`config.mk`:
```
export PLATFORM = sky130hd
export DESIGN_NAME = dma_regspace_decoder
export DESIGN_NICKNAME = d
export VERILOG_FILES = /design/src/rtl/dmareg_pkg.sv /design/src/rtl/dmareg_addr_decode.sv /design/src/rtl/dmareg_idle_chan.sv /design/src/rtl/dmareg_resp.sv /design/src/rtl/dma_regspace_decoder.sv
export SDC_FILE = /design/constraint.sdc
export NUM_CORES = 2
export LEC_CHECK = 0
export BUFFER_PORTS_ARGS = -buffer_cell sky130_fd_sc_hd__buf_2
export CAP_MARGIN = 20
export CORE_UTILIZATION = 42
export DETAILED_ROUTE_END_ITERATION = 6
export PLACE_DENSITY_LB_ADDON = 0.05
export SYNTH_ARGS = -nofsm -noshare
export SYNTH_HDL_FRONTEND = slang
export SYNTH_HIERARCHICAL = 1
export SYNTH_SLANG_ARGS = --single-unit
```
`constraint.sdc`:
```
create_clock -name clk -period 5 [get_ports clk]
set_clock_uncertainty 0.2 [all_clocks]
set_input_delay 0.25 -clock clk [delete_from_list [all_inputs] [get_ports clk]]
set_output_delay 0.25 -clock clk [all_outputs]
set_load 0.02 [all_outputs]
```
`src/rtl/dmareg_pkg.sv`:
```
package dmareg_pkg;

   localparam int CH_IDX_W = 4;

   typedef enum logic [1:0] {
      RSEL_CTRL  = 2'd0,
      RSEL_MADDR = 2'd1,
      RSEL_QCNT  = 2'd2,
      RSEL_TAG   = 2'd3
   } rsel_e;

   typedef struct packed {
      logic                hit_chan;
      logic                hit_gctrl;
      logic [CH_IDX_W-1:0] chan;
      logic                reg_ok;
      rsel_e               rsel;
   } dec_t;

   // page number (address bits [31:12]) of each channel; zero means absent
   function automatic logic [19:0] chan_page(input int idx);
      case (idx)
         0:       return 20'h10008;
         1:       return 20'h10009;
         2:       return 20'h1000A;
         3:       return 20'h1000B;
         4:       return 20'h1000C;
         5:       return 20'h1000D;
         8, 9,
         10:      return 20'h1000F;
         default: return 20'h00000;
      endcase
   endfunction

   // 1 KiB slot (address bits [11:10]) for channels sharing a page
   function automatic logic [1:0] chan_slot(input int idx);
      case (idx)
         9:       return 2'd1;
         10:      return 2'd2;
         default: return 2'd0;
      endcase
   endfunction

   function automatic bit chan_present(input int idx);
      return chan_page(idx) != 20'h0;
   endfunction

   function automatic bit chan_subpage(input int idx);
      return idx >= 8;
   endfunction

endpackage

```
`src/rtl/dmareg_addr_decode.sv`:
```
module dmareg_addr_decode
   import dmareg_pkg::*;
#(
   parameter int          ADDR_W     = 29,
   parameter int          NUM_CH     = 11,
   parameter logic [31:0] GCTRL_BASE = 32'h1000_E000
) (
   input  logic [ADDR_W-1:0] addr,
   output dec_t              dec
);

   localparam int PG_LO = 12;

   logic [19:0] pg;
   assign pg = 20'(addr[ADDR_W-1:PG_LO]);

   always_comb begin
      dec           = '0;
      dec.hit_gctrl = (pg == GCTRL_BASE[31:12]);
      dec.rsel      = rsel_e'(addr[5:4]);
      for (int c = 0; c < NUM_CH; c++) begin
         if (chan_present(c) && (pg == chan_page(c)) &&
             (!chan_subpage(c) || (addr[11:10] == chan_slot(c)))) begin
            dec.hit_chan = 1'b1;
            dec.chan     = CH_IDX_W'(c);
            if (chan_subpage(c))
               dec.reg_ok = (addr[3:0] == 4'h0) && (addr[9:6] == 4'h0);
            else
               dec.reg_ok = (addr[3:0] == 4'h0) && (addr[11:6] == 6'h0);
         end
      end
   end

endmodule

```
`src/rtl/dmareg_idle_chan.sv`:
```
module dmareg_idle_chan
   import dmareg_pkg::*;
#(
   parameter int DATA_W = 32,
   parameter int QWC_W  = 16
) (
   input  logic              clk,
   input  logic              rst_n,
   input  logic              wr_en,
   input  rsel_e             rsel,
   input  logic [DATA_W-1:0] wr_data,
   output logic [DATA_W-1:0] rd_word
);

   logic [DATA_W-1:0] ctrl_q;
   logic [DATA_W-1:0] maddr_q;
   logic [QWC_W-1:0]  qcnt_q;
   logic [DATA_W-1:0] tag_q;

   always_ff @(posedge clk) begin
      if (!rst_n) begin
         ctrl_q  <= '0;
         maddr_q <= '0;
         qcnt_q  <= '0;
         tag_q   <= '0;
      end else if (wr_en) begin
         case (rsel)
            RSEL_CTRL:  ctrl_q  <= wr_data;
            RSEL_MADDR: maddr_q <= wr_data;
            RSEL_QCNT:  qcnt_q  <= wr_data[QWC_W-1:0];
            RSEL_TAG:   tag_q   <= wr_data;
            default:    ;
         endcase
      end
   end

   always_comb begin
      case (rsel)
         RSEL_CTRL:  rd_word = ctrl_q;
         RSEL_MADDR: rd_word = maddr_q;
         RSEL_QCNT:  rd_word = DATA_W'(qcnt_q);
         default:    rd_word = tag_q;
      endcase
   end

   AST_LATCH_HOLD: assert property (@(posedge clk) disable iff (!rst_n)
      !wr_en |=> $stable({ctrl_q, maddr_q, qcnt_q, tag_q}));

   AST_TAG_TAKE: assert property (@(posedge clk) disable iff (!rst_n)
      (wr_en && rsel == RSEL_TAG) |=> (tag_q == $past(wr_data)));

endmodule

```
`src/rtl/dmareg_resp.sv`:
```
module dmareg_resp
   import dmareg_pkg::*;
#(
   parameter int DATA_W           = 32,
   parameter int REGION_W         = 8,
   parameter int REGION_CHAN_BASE = 16,
   parameter int REGION_GCTRL     = 13
) (
   input  logic                clk,
   input  logic                rst_n,
   input  logic                rd_en,
   input  logic                wr_en,
   input  logic                hit_chan,
   input  logic                hit_local,
   input  logic                hit_gctrl,
   input  logic                reg_ok,
   input  logic [CH_IDX_W-1:0] chan,
   input  logic [DATA_W-1:0]   local_word,
   output logic                rsp_valid,
   output logic [DATA_W-1:0]   rsp_rdata,
   output logic                evt_valid,
   output logic [REGION_W-1:0] evt_region,
   output logic                evt_unmapped
);

   logic acc;
   logic miss;
   logic [REGION_W-1:0] region_d;

   assign acc  = rd_en | wr_en;
   assign miss = !hit_chan && !hit_gctrl;

   always_comb begin
      if (hit_gctrl)
         region_d = REGION_W'(REGION_GCTRL);
      else if (hit_chan)
         region_d = REGION_W'(REGION_CHAN_BASE) + REGION_W'(chan);
      else
         region_d = '0;
   end

   always_ff @(posedge clk) begin
      if (!rst_n) begin
         rsp_valid    <= 1'b0;
         rsp_rdata    <= '0;
         evt_valid    <= 1'b0;
         evt_region   <= '0;
         evt_unmapped <= 1'b0;
      end else begin
         evt_valid    <= acc;
         evt_region   <= acc ? region_d : '0;
         evt_unmapped <= acc && miss;
         rsp_valid    <= rd_en && (hit_local || miss);
         rsp_rdata    <= (rd_en && hit_local && reg_ok) ? local_word : '0;
      end
   end

   AST_RSP_AFTER_READ: assert property (@(posedge clk) disable iff (!rst_n)
      rsp_valid |-> $past(rd_en));

   AST_UNMAPPED_ZERO: assert property (@(posedge clk) disable iff (!rst_n)
      evt_unmapped |-> (rsp_rdata == '0 && evt_region == '0));

   AST_EVT_FOLLOWS: assert property (@(posedge clk) disable iff (!rst_n)
      !(rd_en || wr_en) |=> !evt_valid);

endmodule

```
`src/rtl/dma_regspace_decoder.sv`:
```
module dma_regspace_decoder
   import dmareg_pkg::*;
#(
   parameter int                ADDR_W           = 29,
   parameter int                DATA_W           = 32,
   parameter int                QWC_W            = 16,
   parameter int                NUM_CH           = 11,
   parameter logic [NUM_CH-1:0] EXT_MASK         = 11'b000_0000_0100,
   parameter int                REGION_W         = 8,
   parameter int                REGION_CHAN_BASE = 16,
   parameter int                REGION_GCTRL     = 13
) (
   input  logic                clk,
   input  logic                rst_n,
   input  logic [ADDR_W-1:0]   acc_addr,
   input  logic                acc_rd,
   input  logic                acc_wr,
   input  logic [DATA_W-1:0]   acc_wdata,
   output logic                rsp_valid,
   output logic [DATA_W-1:0]   rsp_rdata,
   output logic                evt_valid,
   output logic [REGION_W-1:0] evt_region,
   output logic                evt_unmapped,
   output logic                ext_sel,
   output logic [CH_IDX_W-1:0] ext_chan,
   output logic                gctrl_sel
);

   localparam int CHAN_CODE_TOP = REGION_CHAN_BASE + NUM_CH;

   if (ADDR_W < 29 || ADDR_W > 32) begin : g_bad_addr
      $error("ADDR_W must lie in 29..32");
   end
   if (NUM_CH < 1 || NUM_CH > (1 << CH_IDX_W)) begin : g_bad_nch
      $error("NUM_CH out of range");
   end
   if (QWC_W < 1 || QWC_W > DATA_W) begin : g_bad_qwc
      $error("QWC_W must lie in 1..DATA_W");
   end
   if (CHAN_CODE_TOP > (1 << REGION_W) || REGION_GCTRL == 0 ||
       (REGION_GCTRL >= REGION_CHAN_BASE && REGION_GCTRL < CHAN_CODE_TOP)) begin : g_bad_code
      $error("region codes collide or overflow REGION_W");
   end

   dec_t dec;

   dmareg_addr_decode #(
      .ADDR_W (ADDR_W),
      .NUM_CH (NUM_CH)
   ) u_dec (
      .addr (acc_addr),
      .dec  (dec)
   );

   logic [DATA_W-1:0] chan_word [NUM_CH];
   logic              chan_is_ext;
   logic [DATA_W-1:0] local_word;
   logic              hit_local;
   logic              acc;

   for (genvar c = 0; c < NUM_CH; c++) begin : g_ch
      if (chan_present(c) && !EXT_MASK[c]) begin : g_idle
         logic we;
         assign we = acc_wr && hit_local && dec.reg_ok && (dec.chan == CH_IDX_W'(c));
         dmareg_idle_chan #(
            .DATA_W (DATA_W),
            .QWC_W  (QWC_W)
         ) u_chan (
            .clk     (clk),
            .rst_n   (rst_n),
            .wr_en   (we),
            .rsel    (dec.rsel),
            .wr_data (acc_wdata),
            .rd_word (chan_word[c])
         );
      end else begin : g_none
         assign chan_word[c] = '0;
      end
   end

   always_comb begin
      chan_is_ext = 1'b0;
      local_word  = '0;
      for (int c = 0; c < NUM_CH; c++) begin
         if (dec.chan == CH_IDX_W'(c)) begin
            chan_is_ext = EXT_MASK[c];
            local_word  = chan_word[c];
         end
      end
   end

   assign acc       = acc_rd | acc_wr;
   assign hit_local = dec.hit_chan && !chan_is_ext;
   assign ext_sel   = acc && dec.hit_chan && chan_is_ext;
   assign ext_chan  = dec.chan;
   assign gctrl_sel = acc && dec.hit_gctrl;

   dmareg_resp #(
      .DATA_W           (DATA_W),
      .REGION_W         (REGION_W),
      .REGION_CHAN_BASE (REGION_CHAN_BASE),
      .REGION_GCTRL     (REGION_GCTRL)
   ) u_resp (
      .clk          (clk),
      .rst_n        (rst_n),
      .rd_en        (acc_rd),
      .wr_en        (acc_wr),
      .hit_chan     (dec.hit_chan),
      .hit_local    (hit_local),
      .hit_gctrl    (dec.hit_gctrl),
      .reg_ok       (dec.reg_ok),
      .chan         (dec.chan),
      .local_word   (local_word),
      .rsp_valid    (rsp_valid),
      .rsp_rdata    (rsp_rdata),
      .evt_valid    (evt_valid),
      .evt_region   (evt_region),
      .evt_unmapped (evt_unmapped)
   );

   AST_ONE_TARGET: assert property (@(posedge clk) disable iff (!rst_n)
      $onehot0({acc && hit_local, ext_sel, gctrl_sel}));

   AST_EXT_NO_RSP: assert property (@(posedge clk) disable iff (!rst_n)
      ext_sel |=> !rsp_valid);

   AST_GCTRL_CODE: assert property (@(posedge clk) disable iff (!rst_n)
      gctrl_sel |=> (evt_region == REGION_W'(REGION_GCTRL) && !evt_unmapped && !rsp_valid));

endmodule

```
==> impl_metrics.py <==
metrics = {
    "floorplan": {
        "die_w_um": 324.6,
        "boundaryPins": 114,
        "core_area_mm2": 0.1025,
        "die_y_um": 324.6,
        "start_util": 0.4266,
        "dieArea_mm2": 0.1054,
        "num_rows": 117,
    },
    "drt": {
        "ant_nets": 0,
        "drc": 0,
        "dr.pass1.iters": 5,
        "avgViaCountPerCell": 5.354,
        "drtIter0Drc": 1865,
        "wl_per_cell_um": 22.97,
        "vias": 30651,
        "wl_mm": 131.5,
    },
    "place": {
        "gp_congestion": 0.7864,
        "hpwl_mm": 83.49,
        "numPortBuffers": 110,
        "placed_area_mm2": 0.04419,
        "dp.cells": 5475,
    },
    "final_layout": {
        "nNetsFinal": 4328,
        "seqCellArea_mm2": 0.01874,
        "final_cells": 5725,
        "drive_gt1_frac": 0.1318,
        "multi_input_area_mm2": 0.02198,
        "fillers": 9638,
        "area_growth_pct": 10.88,
        "finalInstanceArea_mm2": 0.04848,
    },
    "setup_path": {
        "worstSetupEndpointType": "flop",
        "required_ps": 5440,
        "arrival_ps": 4230,
        "worst-path-max-fanout": 10,
        "path_class": "in -> reg",
        "critPathLaunchType": "primary input",
    },
    "synth": {
        "async_flop_share": 0,
        "synth.cell_area_mm2": 0.04372,
        "yosys.area.top_type": "dfxtp_1",
        "synth-seq-cells": 936,
        "synth.distinct_cells": 49,
        "synth-edff-count": 0,
        "netlist_instances": 4267,
        "syn_avg_cell_area_um2": 10.25,
        "yosysSeqAreaShare": 0.4286,
        "yosysTopAreaCellShare": 0.4286,
        "ys_warn_count": 6,
        "synth_area_leaders": "dfxtp_1 43%, mux2i_1 25%, nand2_1 10%",
        "synthFlopType": "dfxtp_1",
    },
    "clock_network": {
        "numCtsBuffers": 108,
        "cts.sinks": 936,
        "post_cts_buffers": 0,
        "cts_resized": 0,
        "cts_buffer_depth": 3,
        "cts_tree": "built",
        "ctsHoldBuffers": 46,
        "clk_pin_slew_ps": 60,
        "clock_latency_ps": 700,
        "clock-root-buffer": "clkbuf_16",
        "h-tree-depth": 3,
    },
    "timing": {
        "setup_viol": 0,
        "period_needed_ps": 3794,
        "worst_slew_pin_slew_ps": 860.1,
        "max_freq_mhz": 263.5,
        "finalHoldViolCount": 0,
        "rsz0062_at_grt": "false",
        "fin_tns_setup_ps": 0,
        "slew_headroom": 0.4266,
        "fin_crit_sh": 0.7589,
        "maxSlewViolCount": 0,
    },
    "job": {
        "drv_cap": 0,
    },
    "power_and_ir_drop": {
        "finalPower_mw": 16.59,
        "p_leak_nw": 21.35,
        "ir_drop_v": 0.0002454,
        "power.density_cell_area_mw_per_mm2": 342.1,
    },
    "global_routing": {
        "grt_pass1_vias": 30531,
        "grt_antenna_before_repair": 4,
        "overflow": 0,
        "grt_max_degree": 152,
        "grt_first_pass_wirelength_mm": 197.9,
        "grt_util_all_layers": 0.2447,
    },
    "run_status": {
        "status": "complete, no violations",
    },
    "min_path": {
        "hold_path_class": "in -> reg",
    },
}
==> flip-flops by register name (all words and copies together) (netlist names) <==
| signal | count |
|---|---|
| g_ch.g_idle.u_chan/ctrl_q | 256 |
| g_ch.g_idle.u_chan/maddr_q | 256 |
| g_ch.g_idle.u_chan/tag_q | 256 |
| g_ch.g_idle.u_chan/qcnt_q | 128 |
| u_resp/rsp_rdata | 32 |
| u_resp/evt_region | 5 |
| u_resp/evt_unmapped | 1 |
| u_resp/evt_valid | 1 |
| u_resp/rsp_valid | 1 |
==> logic make-up after synthesis <==
family | count (synthesis) | synth area share
flops | 936 | 0.4286
other cells | 1 | 0.00008578
simple gates | 1340 | 0.1277
mux | 1216 | 0.3150
buf+inv | 410 | 0.07078
compound gates | 364 | 0.05781
==> power breakdown <==
part	internal [mW]	total, mW	switching [mW]
sequential	7.46	7.46	0.00304
clock	5.12	8.41	3.29
combinational	0.189	0.711	0.522
total	12.8	16.6	3.81
==> layout make-up <==
class	count	share of cell area
Multi-Input combinational cell	2923	0.4534
Sequential cell	936	0.3865
Clock buffer	154	0.06620
Timing Repair Buffer	260	0.04326
Tap cell	1368	0.03531
Clock inverter	49	0.01262
Inverter	34	0.002633
Antenna cell	1	0.00005162
==> synth_stat cells (30+ instances only) <==
master and n:
inv_1 33, buf_2 135, nand2_1 1160, buf_6 63, o21a_1 34, o2bb2ai_1 128, o22ai_1 95, buf_8 48
a21oi_1 100, dfxtp_1 936, clkbuf_1 80, nor2_1 79, mux2i_1 1088, mux4_2 128, buf_4 30
==> critical path, stage by stage <==
cell and delay (ps):
dlygate4sd3_1 510, buf_2 240, nand2_1 90, o21a_1 170, dlygate4sd3_1 590, nor3b_4 450, dlygate4sd3_1 620, nand2_1 50
dlygate4sd3_1 550, nor3_1 120, dlygate4sd3_1 570
==> final timing paths <==
| kind | to | cells after the start | slack, ps | start |
|---|---|---|---|---|
| worst max-delay path | u_resp/evt_region[1] | 11 | 1210 | acc_addr[12] |
| worst min-delay path | u_resp/evt_region[0] | 6 | 70 | acc_addr[27] |
| worst max register to register | u_resp/rsp_rdata[4] | 6 | 2690 | g_ch[3].g_idle.u_chan/tag_q[4] |
| worst min register to register | g_ch[8].g_idle.u_chan/ctrl_q[14] | 2 | 250 | g_ch[8].g_idle.u_chan/ctrl_q[14] |
==> cell usage in the layout, fill, tap and decap left out, types with 16 or more instances in the layout <==
master / Yosys / final
inv_1: 33 / 33
dfxtp_1: 936 / 936
clkbuf_8: 0 / 27
buf_12: 16 / 22
mux2i_1: 1088 / 1088
o2bb2ai_1: 128 / 128
buf_2: 135 / 107
and2_1: 26 / 26
buf_4: 30 / 82
nand2_1: 1160 / 1159
dlygate4sd3_1: 0 / 46
clkbuf_16: 0 / 111
o21a_1: 34 / 34
clkinv_2: 0 / 28
clkbuf_1: 80 / 16
nor2_1: 79 / 78
o22ai_1: 95 / 95
mux4_2: 128 / 128
a21oi_1: 100 / 100
==> per-layer routing <==
metal | global-route usage | part of all wire
met5 | 0 | 0.00017
met4 | 0.07178 | 0.028
met3 | 0.03426 | 0.038
met2 | 0.3916 | 0.46
met1 | 0.3417 | 0.48
==> per-stage QoR <==
| step | utilization | hold slack (ps) | setup slack [ps] |
|---|---|---|---|
| 2_1_floorplan | - | 183.4 | 1552 |
| 3_3_place_gp | 0.4313 | 239.2 | 1261 |
| 3_5_place_dp | 0.4313 | 245.0 | 1204 |
| 5_1_grt | 0.4730 | 76.20 | 1014 |
| 4_1_cts | 0.4730 | 6.088 | 1240 |
| 6_report | 0.4731 | 71.26 | 1206 |
Power figures use the tool's default switching activity.
